### src/rtl/alc_pkg.sv
package alc_pkg;
  localparam int GAIN_W = 7;
  localparam int STEP_W = 3;

  typedef struct packed {
    logic              doCut;
    logic              doRaise;
    logic [STEP_W-1:0] stepCodes;
  } alcStrobes_t;
endpackage

### src/rtl/alc_ctrl.sv
module alc_ctrl
  import alc_pkg::*;
#(
  parameter int WAIT_W = 4
) (
  input  logic              clk,
  input  logic              rst_n,
  input  logic              thrSel,
  input  logic [1:0]        limStepSel,
  input  logic [1:0]        recStepSel,
  input  logic              fadeStepSel,
  input  logic [WAIT_W-1:0] recWaitTicks,
  input  logic              lvlAboveLo,
  input  logic              lvlAboveMid,
  input  logic              lvlAboveHi,
  input  logic              periodTick,
  input  logic              fadeIn,
  input  logic              fadeOut,
  output alcStrobes_t       strobes
);
  logic [WAIT_W-1:0] waitCnt;
  logic [WAIT_W:0]   waitNext;
  logic levelTrip, levelZone, fadeAct, waitHit;

  assign levelTrip = thrSel ? lvlAboveHi : lvlAboveMid;
  assign levelZone = thrSel ? (lvlAboveMid & ~lvlAboveHi) : (lvlAboveLo & ~lvlAboveMid);
  assign fadeAct   = fadeIn | fadeOut;
  assign waitNext  = {1'b0, waitCnt} + 1'b1;
  assign waitHit   = waitNext >= {1'b0, recWaitTicks};

  always_comb begin
    strobes = '0;
    if (periodTick) begin
      if (fadeOut) begin
        strobes.doCut     = 1'b1;
        strobes.stepCodes = STEP_W'(fadeStepSel) + 1'b1;
      end else if (fadeIn) begin
        strobes.doRaise   = 1'b1;
        strobes.stepCodes = STEP_W'(fadeStepSel) + 1'b1;
      end else if (levelTrip) begin
        strobes.doCut     = 1'b1;
        strobes.stepCodes = STEP_W'(limStepSel) + 1'b1;
      end else if (!levelZone && waitHit) begin
        strobes.doRaise   = 1'b1;
        strobes.stepCodes = STEP_W'(recStepSel) + 1'b1;
      end
    end
  end

  always_ff @(posedge clk) begin
    if (!rst_n) begin
      waitCnt <= '0;
    end else if (periodTick) begin
      if (fadeAct || levelTrip || levelZone || waitHit) waitCnt <= '0;
      else waitCnt <= waitNext[WAIT_W-1:0];
    end
  end

  assert_single_action_R7: assert property (@(posedge clk) disable iff (!rst_n)
    $onehot0({strobes.doCut, strobes.doRaise}));
  assert_tick_only_R8: assert property (@(posedge clk) disable iff (!rst_n)
    !periodTick |-> !(strobes.doCut || strobes.doRaise));
  assert_trip_clears_wait_R7: assert property (@(posedge clk) disable iff (!rst_n)
    (periodTick && levelTrip) |=> (waitCnt == '0));
  assert_fade_in_blocks_cut_R9: assert property (@(posedge clk) disable iff (!rst_n)
    (periodTick && fadeIn && !fadeOut) |-> !strobes.doCut);
endmodule

### src/rtl/alc_datapath.sv
module alc_datapath
  import alc_pkg::*;
(
  input  logic              clk,
  input  logic              rst_n,
  input  logic [GAIN_W-1:0] refLevel,
  input  alcStrobes_t       strobes,
  output logic [GAIN_W-1:0] gain
);
  logic [GAIN_W:0]   raiseSum;
  logic [GAIN_W-1:0] cutVal, raiseVal, stepExt;

  assign stepExt  = GAIN_W'(strobes.stepCodes);
  assign cutVal   = (gain > stepExt) ? (gain - stepExt) : '0;
  assign raiseSum = {1'b0, gain} + {1'b0, stepExt};
  always_comb begin
    if (gain >= refLevel)                raiseVal = gain;
    else if (raiseSum > {1'b0, refLevel}) raiseVal = refLevel;
    else                                  raiseVal = raiseSum[GAIN_W-1:0];
  end

  always_ff @(posedge clk) begin
    if (!rst_n)               gain <= refLevel;
    else if (strobes.doCut)   gain <= cutVal;
    else if (strobes.doRaise) gain <= raiseVal;
  end

  assert_cut_no_wrap_R4: assert property (@(posedge clk) disable iff (!rst_n)
    strobes.doCut |=> (gain <= $past(gain)));
  assert_raise_capped_R5: assert property (@(posedge clk) disable iff (!rst_n)
    (strobes.doRaise && gain < refLevel) |=> (gain <= $past(refLevel) && gain > $past(gain)));
  assert_idle_hold_R8: assert property (@(posedge clk) disable iff (!rst_n)
    !(strobes.doCut || strobes.doRaise) |=> $stable(gain));
endmodule

### src/rtl/alc_gain_seq.sv
module alc_gain_seq
  import alc_pkg::*;
#(
  parameter int WAIT_W = 4
) (
  input  logic              clk,
  input  logic              rst_n,
  input  logic              thrSel,
  input  logic [1:0]        limStepSel,
  input  logic [1:0]        recStepSel,
  input  logic              fadeStepSel,
  input  logic [GAIN_W-1:0] refLevel,
  input  logic [WAIT_W-1:0] recWaitTicks,
  input  logic              lvlAboveLo,
  input  logic              lvlAboveMid,
  input  logic              lvlAboveHi,
  input  logic              periodTick,
  input  logic              fadeIn,
  input  logic              fadeOut,
  output logic [GAIN_W-1:0] gain
);
  alcStrobes_t strobes;

  alc_ctrl #(.WAIT_W(WAIT_W)) u_ctrl (
    .clk(clk), .rst_n(rst_n), .thrSel(thrSel), .limStepSel(limStepSel),
    .recStepSel(recStepSel), .fadeStepSel(fadeStepSel), .recWaitTicks(recWaitTicks),
    .lvlAboveLo(lvlAboveLo), .lvlAboveMid(lvlAboveMid), .lvlAboveHi(lvlAboveHi),
    .periodTick(periodTick), .fadeIn(fadeIn), .fadeOut(fadeOut), .strobes(strobes)
  );

  alc_datapath u_datapath (
    .clk(clk), .rst_n(rst_n), .refLevel(refLevel), .strobes(strobes), .gain(gain)
  );
endmodule

### config.mk
export PLATFORM = sky130hd
export DESIGN_NAME = alc_gain_seq
export DESIGN_NICKNAME = d
export VERILOG_FILES = /design/src/rtl/alc_pkg.sv /design/src/rtl/alc_ctrl.sv /design/src/rtl/alc_datapath.sv /design/src/rtl/alc_gain_seq.sv
export SDC_FILE = /design/constraint.sdc
export NUM_CORES = 1
export LEC_CHECK = 0
export BUFFER_PORTS_ARGS = -buffer_cell sky130_fd_sc_hd__buf_2
export CAP_MARGIN = 40
export CORE_ASPECT_RATIO = 0.8
export CORE_UTILIZATION = 29
export DETAILED_ROUTE_END_ITERATION = 16
export PLACE_DENSITY = 0.52
export SLEW_MARGIN = 20
export SYNTH_ARGS = -nofsm -noshare
export SYNTH_HDL_FRONTEND = slang
export SYNTH_SLANG_ARGS = --single-unit
### constraint.sdc
create_clock -name clk -period 5.3 [get_ports clk]
set_clock_uncertainty 0.2 [all_clocks]
set_input_delay 0.795 -clock clk [delete_from_list [all_inputs] [get_ports clk]]
set_output_delay 0.795 -clock clk [all_outputs]
set_load 0.05 [all_outputs]
# [Word-level counts from Yosys, hierarchy flattened]
# Index checks and enable logic that the tools add are counted.
[classes] bitwise_logic=5 n_eq_ne=2 addsub=6 n_lt_le_gt_ge=4 n_reduce_logical=6 n_mux=19
[ops] cell="two-way mux 7 bit" n=6
[ops] cell="two-way mux 4 bit" n=3
[ops] cell="adder 7 x 3 -> 8 bit" n=1
[ops] cell="greater-than comparator 8 x 7 -> 1 bit" n=1
[ops] cell="greater-or-equal comparator 7 bit" n=1
[ops] cell="greater-than comparator 7 x 3 -> 1 bit" n=1
[ops] cell="two-way mux 1 bit" n=7
[ops] cell="subtractor 7 x 3 -> 7 bit" n=1
[ops] cell="adder 2 x 1 -> 3 bit (second input constant)" n=2
[ops] cell="two-way mux 3 bit" n=2
[ops] cell="adder 4 x 1 -> 5 bit (second input constant)" n=1
[ops] cell="greater-or-equal comparator 5 x 4 -> 1 bit" n=1
[ops] cell="two-way mux 5 bit" n=1
[ops] cell="logical OR 1 bit" n=3
[ops] cell="!= test 3 x 1 -> 1 bit (second input constant)" n=1
[ops] cell="!= test 3 bit (second input constant)" n=1
[ops] cell="adder 1 x 1 -> 2 bit (second input constant)" n=1
[ops] cell="AND 1 bit" n=2
[ops] cell="NOT 1 bit" n=2
[ops] cell="AND reduction 2 bit" n=1
[ops] cell="logical AND 1 bit" n=1
[ops] cell="zero test 1 bit" n=1
[ops] cell="OR 1 bit" n=1
[word_totals] output_inout_bits=7 reg_bits=11 elab_cells=44 input_bits=25

# [Depth between registers and ports, before layout]
[depth] ltp_word=17 depth_mapped=21 ltp_nobuf=20

# [Cells and area by module]
# A second synthesis with hierarchy kept.
[hier_totals] cells_unflattened=174 hier_area_um2=1486.4
[by_module_without_submodules] module="alc_datapath" cells_each=113 n_inst=1 seq_area_each_um2=210.2 area_per_inst_um2=1018.5
[by_module_without_submodules] module="alc_ctrl" cells_each=61 n_inst=1 seq_area_each_um2=80.1 area_per_inst_um2=467.9

# [Worst setup path before layout]
# No wires, ideal clock.
[synth_timing] kind="input -> register" from="input port recWaitTicks[0]" to="register u_datapath.gain[2], data pin" path_buffers=0 t_required_ps=4839 path_stages=19 setup_time_ps=261 arrival_ps=4449 slack_ps=390 cell_sequence="ha_1 > nand2b_1 > a21o_1 > a211oi_1 > nor2_1 > a221o_1 > o211ai_1 > ha_1 > nor2_1 > a221o_1 > nand3_1 > xnor2_1 > ha_1 > a21o_1 > a21oi_1 > a21oi_1 > a21oi_4 > o21ai_2 > a221o_1"
[synth_via] elab_chain_cells=14 word_cells_on_any_way=17 classes_between="2 x add/sub; 3 x order compare; 11 x mux; 1 x reduce/logical"
[synth_rtl] element="from (decl)" line="alc_gain_seq.sv:13" source="input logic [WAIT_W-1:0] recWaitTicks,"
[synth_rtl] element="greater-or-equal comparator 5 x 4 -> 1 bit *" line="alc_ctrl.sv:29" source="assign waitHit = waitNext >= {1'b0, recWaitTicks};"
[synth_rtl] element="logical AND 1 bit *" line="alc_ctrl.sv:43" source="end else if (!levelZone && waitHit) begin"
[synth_rtl] element="two-way mux 4 bit *" line="alc_ctrl.sv:43"
[synth_rtl] element="two-way mux 3 bit *" line="alc_ctrl.sv:40" source="end else if (levelTrip) begin"
[synth_rtl] element="two-way mux 4 bit *" line="alc_ctrl.sv:37" source="end else if (fadeIn) begin"
[synth_rtl] element="two-way mux 3 bit *" line="alc_ctrl.sv:34" source="if (fadeOut) begin"
[synth_rtl] element="two-way mux 5 bit *" line="alc_ctrl.sv:33" source="if (periodTick) begin"
[synth_rtl] element="adder 7 x 3 -> 8 bit" line="alc_datapath.sv:15" source="assign raiseSum = {1'b0, gain} + {1'b0, stepExt};"
[synth_rtl] element="greater-than comparator 8 x 7 -> 1 bit" line="alc_datapath.sv:18" source="else if (raiseSum > {1'b0, refLevel}) raiseVal = refLevel;"
[synth_rtl] element="two-way mux 7 bit" line="alc_datapath.sv:18"
[synth_rtl] element="two-way mux 7 bit" line="alc_datapath.sv:17" source="if (gain >= refLevel) raiseVal = gain;"
[synth_rtl] element="two-way mux 7 bit" line="alc_datapath.sv:25" source="else if (strobes.doRaise) gain <= raiseVal;"
[synth_rtl] element="two-way mux 7 bit *" line="alc_datapath.sv:24" source="else if (strobes.doCut) gain <= cutVal;"
[synth_rtl] element="two-way mux 7 bit *" line="alc_datapath.sv:23" source="if (!rst_n) gain <= refLevel;"
[synth_rtl] element="to (signal assigned)" line="alc_datapath.sv:23"
[synth_rtl] element="to (signal assigned)" line="alc_datapath.sv:24"
[synth_rtl] element="to (signal assigned)" line="alc_datapath.sv:25"
[synth_rtl] element="to (decl)" line="alc_datapath.sv:8" source="output logic [GAIN_W-1:0] gain"
# Every way passes the cells marked *; elsewhere a longest branch is shown, timed or not. The select of a mux whose other input is x is not followed.
# A chain may end at the register's enable or synchronous reset.

# [Worst setup path in the final report]
# Same ends and word-level chain as after synthesis.

==> impl_results.md <==
- Status: finished, final reports clean
- GRT Overall Usage: 14.4%
- Tcrit/Tclk final: 94.4%
- Pre-CTS setup slack: -0.0526 ns
- Fin nets: 266
- Num ports: 32
- Total power: 0.589 mW
- Max clock buf depth: 2
- Max Transition Viols Final: 0
- Antenna fix cells: 0
- Top cells by area, synth: ha_1 (23%), edfxtp_1 (14%), a221o_1 (5.4%)
- Critical path capture point type: flip-flop
- Cell area power density: 320 mW/mm^2
- Final hold vios: 0
- Pin count of the biggest net entering global routing: 11
- Register area share after synthesis: 19.5%
- Post-synthesis cell type count: 40
- Mapped Cells: 169
- Global-route wire length before repair: 5.78 mm
- Peak VDD IR: 176 uV
- TNS Setup: 0 ns
- Async S/R FF share, synth: 0%
- Worst path top cell family by delay: compound AO/OA/AOI/OAI gates
- Vias per cell: 5.05
- Hold Path Class: reg2reg
- Synth warn: 0
- Remaining DRCs: 0
- Critical path data required time: 5.09 ns
- Final ANT Viol Nets: 0
- Die ar.: 0.00542 sq mm
- Mean Syn Cell Area: 8.80 sq um
- GP Congestion: 0.808
- Crit path DAT: 4.80 ns
- Final worst slack: 0.297 ns
- Setup-failing EPs final: 0
- Antenna violations before repair: 0
- Routed WL: 3.64 mm
- Clk Latency, worst-skew pair: 0.25 ns
- Core area: 0.00476 sq mm
- Total number of vias: 1369
- Final min period: 5.00 ns
- CTS Hold Buffers Added: 0
- Final core occ: 38.6%
- Clk sinks: 11
- Crit Path Class: in2reg
- Starting density of the core: 31.2%
- Vias in the first global route: 1184
- R2R setup slack: 0.30 ns
- Max_cap viols: 0
- Buffers and inverters on the worst path: 1
- Worst path slowest cell: a221o_1
- DIE WIDTH: 82.1 um
- Syn_nets: 223
- Num CTS Buffers: 3
- Mapped cell area: 0.00149 sq mm
- Yosys reg bits: 11
- Number of DRC markers in iteration 0: 60
- Peak Freq: 200 MHz
- Worst-path clk slew: 0.06 ns
- Number of synthesized flops with an enable pin: 7
- Top cell type by total area after synthesis: ha_1
- Dpl hpwl: 3.09 mm
- DR pass1 iterations: 4
- Critical-path maximum fanout: 7
- WL per Instance: 13.4 um
- Share of layout cells above drive strength 1: 26.5%
- GR Overflow Total: 0
- CTS H-tree lvls: 1
- Post-synth top area share: 22.7%
- Critical path cell sequence: buf_2, ha_1, nand2b_1, a21o_1, a211oi_2, nor2_1, a221o_1, o211ai_1, ha_1, nor2_1, a221o_1, nand3_1, xnor2_2, ha_1, a21o_1, a21oi_2, nand3_1, a21oi_4, o21ai_2, a221o_1
- Worst-margin pin slew: 0.640 ns
- P_leak: 0.865 nW
- CP Launch Type: primary input
- Placement row count: 22
- Clk root buf: clkbuf_8
- Die Span Y: 66.1 um
- Area growth syn-to-layout: 23.6%
- Critical path's largest stage delay: 0.39 ns
- CTS tree: built
- Worst slew margin: 56.9%
- Input/output buffers: 31
- Synth Flop Type: edfxtp_1
metal layers:
layer,vias to the layer above,track usage (%),part of all wire (%)
li1,719,-,-
met1,615,22.8,55
met2,32,18.5,39
met3,3,4.28,5.8
met4,0,2.63,0.22
met5,-,0,0
sequential cells by signal, summed over array words and instances, names as in the netlist:
register and cells:
u_datapath.gain 7, u_ctrl.waitCnt 4
worst paths after layout:
check,cells past startpoint,end,start
worst min-delay path,2,u_ctrl.waitCnt[2],u_ctrl.waitCnt[2]
worst min register to register,2,u_ctrl.waitCnt[2],u_ctrl.waitCnt[2]
worst max register to register,20,u_datapath.gain[2],u_ctrl.waitCnt[0]
worst max-delay path,20,u_datapath.gain[2],recWaitTicks[0]
area by class of cell:
class / instances / area, sq um
fillers: 490 / 2920
multi-input cells: 141 / 1150
flip-flops and latches: 11 / 290
repair buffers: 40 / 223
well taps: 60 / 75.1
inverters: 15 / 56.3
clock buffers: 4 / 45.0
layout by cell type (no fill, tap or decap), types with 4 or more instances in the layout:
cell      netlist  final
a211oi_1        5      4
a21o_1          5      5
a21oi_1         6      4
a221o_1         8      8
buf_2           0     31
buf_4           1      9
dfxtp_1         4      4
edfxtp_1        7      7
ha_1           27     27
inv_1          13     13
nand2_1         8      8
nand3_1         8      8
nor2_1         14     14
nor2b_1        10     10
o211ai_1        4      4
o21ai_0         6      6
xnor2_1         8      7
kinds of logic (layout without fill, tap and decap cells):
family          count (synthesis)  count (layout)  synth area share (%)
buf+inv                        17              59                  4.54
fa+ha+maj                      29              29                  25.4
xor+xnor                       11              11                  6.48
simple gates                   50              50                  17.0
compound gates                 48              48                  25.0
flops                          11              11                  19.5
mux                             3               3                  2.10
timing repair:
action,CTS,global route
buffers inserted,0,2
setup endpoints to repair,0,6
resized for setup,0,4
synthesized netlist by cell type, types with 2 or more instances:
| cell | instances |
|---|---|
| a22oi_1 | 2 |
| a21o_1 | 5 |
| o211ai_1 | 4 |
| a211oi_1 | 5 |
| mux2i_1 | 2 |
| inv_1 | 13 |
| a21oi_1 | 6 |
| edfxtp_1 | 7 |
| dfxtp_1 | 4 |
| a21boi_0 | 3 |
| nor3_1 | 2 |
| nor2b_1 | 10 |
| fa_1 | 2 |
| xor2_1 | 3 |
| o21ai_0 | 6 |
| a221o_1 | 8 |
| inv_2 | 2 |
| nor2_1 | 14 |
| nand2_1 | 8 |
| ha_1 | 27 |
| nand4_1 | 2 |
| o21a_1 | 2 |
| xnor2_1 | 8 |
| nand3_1 | 8 |
report_power, final:
part	leakage (nW)	switching [mW]	internal, mW
logic	0.738	0.206	0.148
clock network	0.0228	0.0346	0.0529
registers	0.105	0.0338	0.114
total	0.865	0.274	0.315
through the flow:
step	cells	cell area, sq um	hold WS [ns]
after floorplan	169	1490	0.281
after global placement	264	1750	0.308
after detailed placement	265	1760	0.313
after CTS	269	1800	0.319
after global routing	271	1840	0.346
final	271	1840	0.317
tightest hold or removal path, delay by kind of cell, from the launching register on:
| kind | cells | cell delay [ns] |
|---|---|---|
| and+or+nand+nor | 2 | 0.14 |
| DFF | 1 | 0.34 |
(Power assumes the default switching activity.)
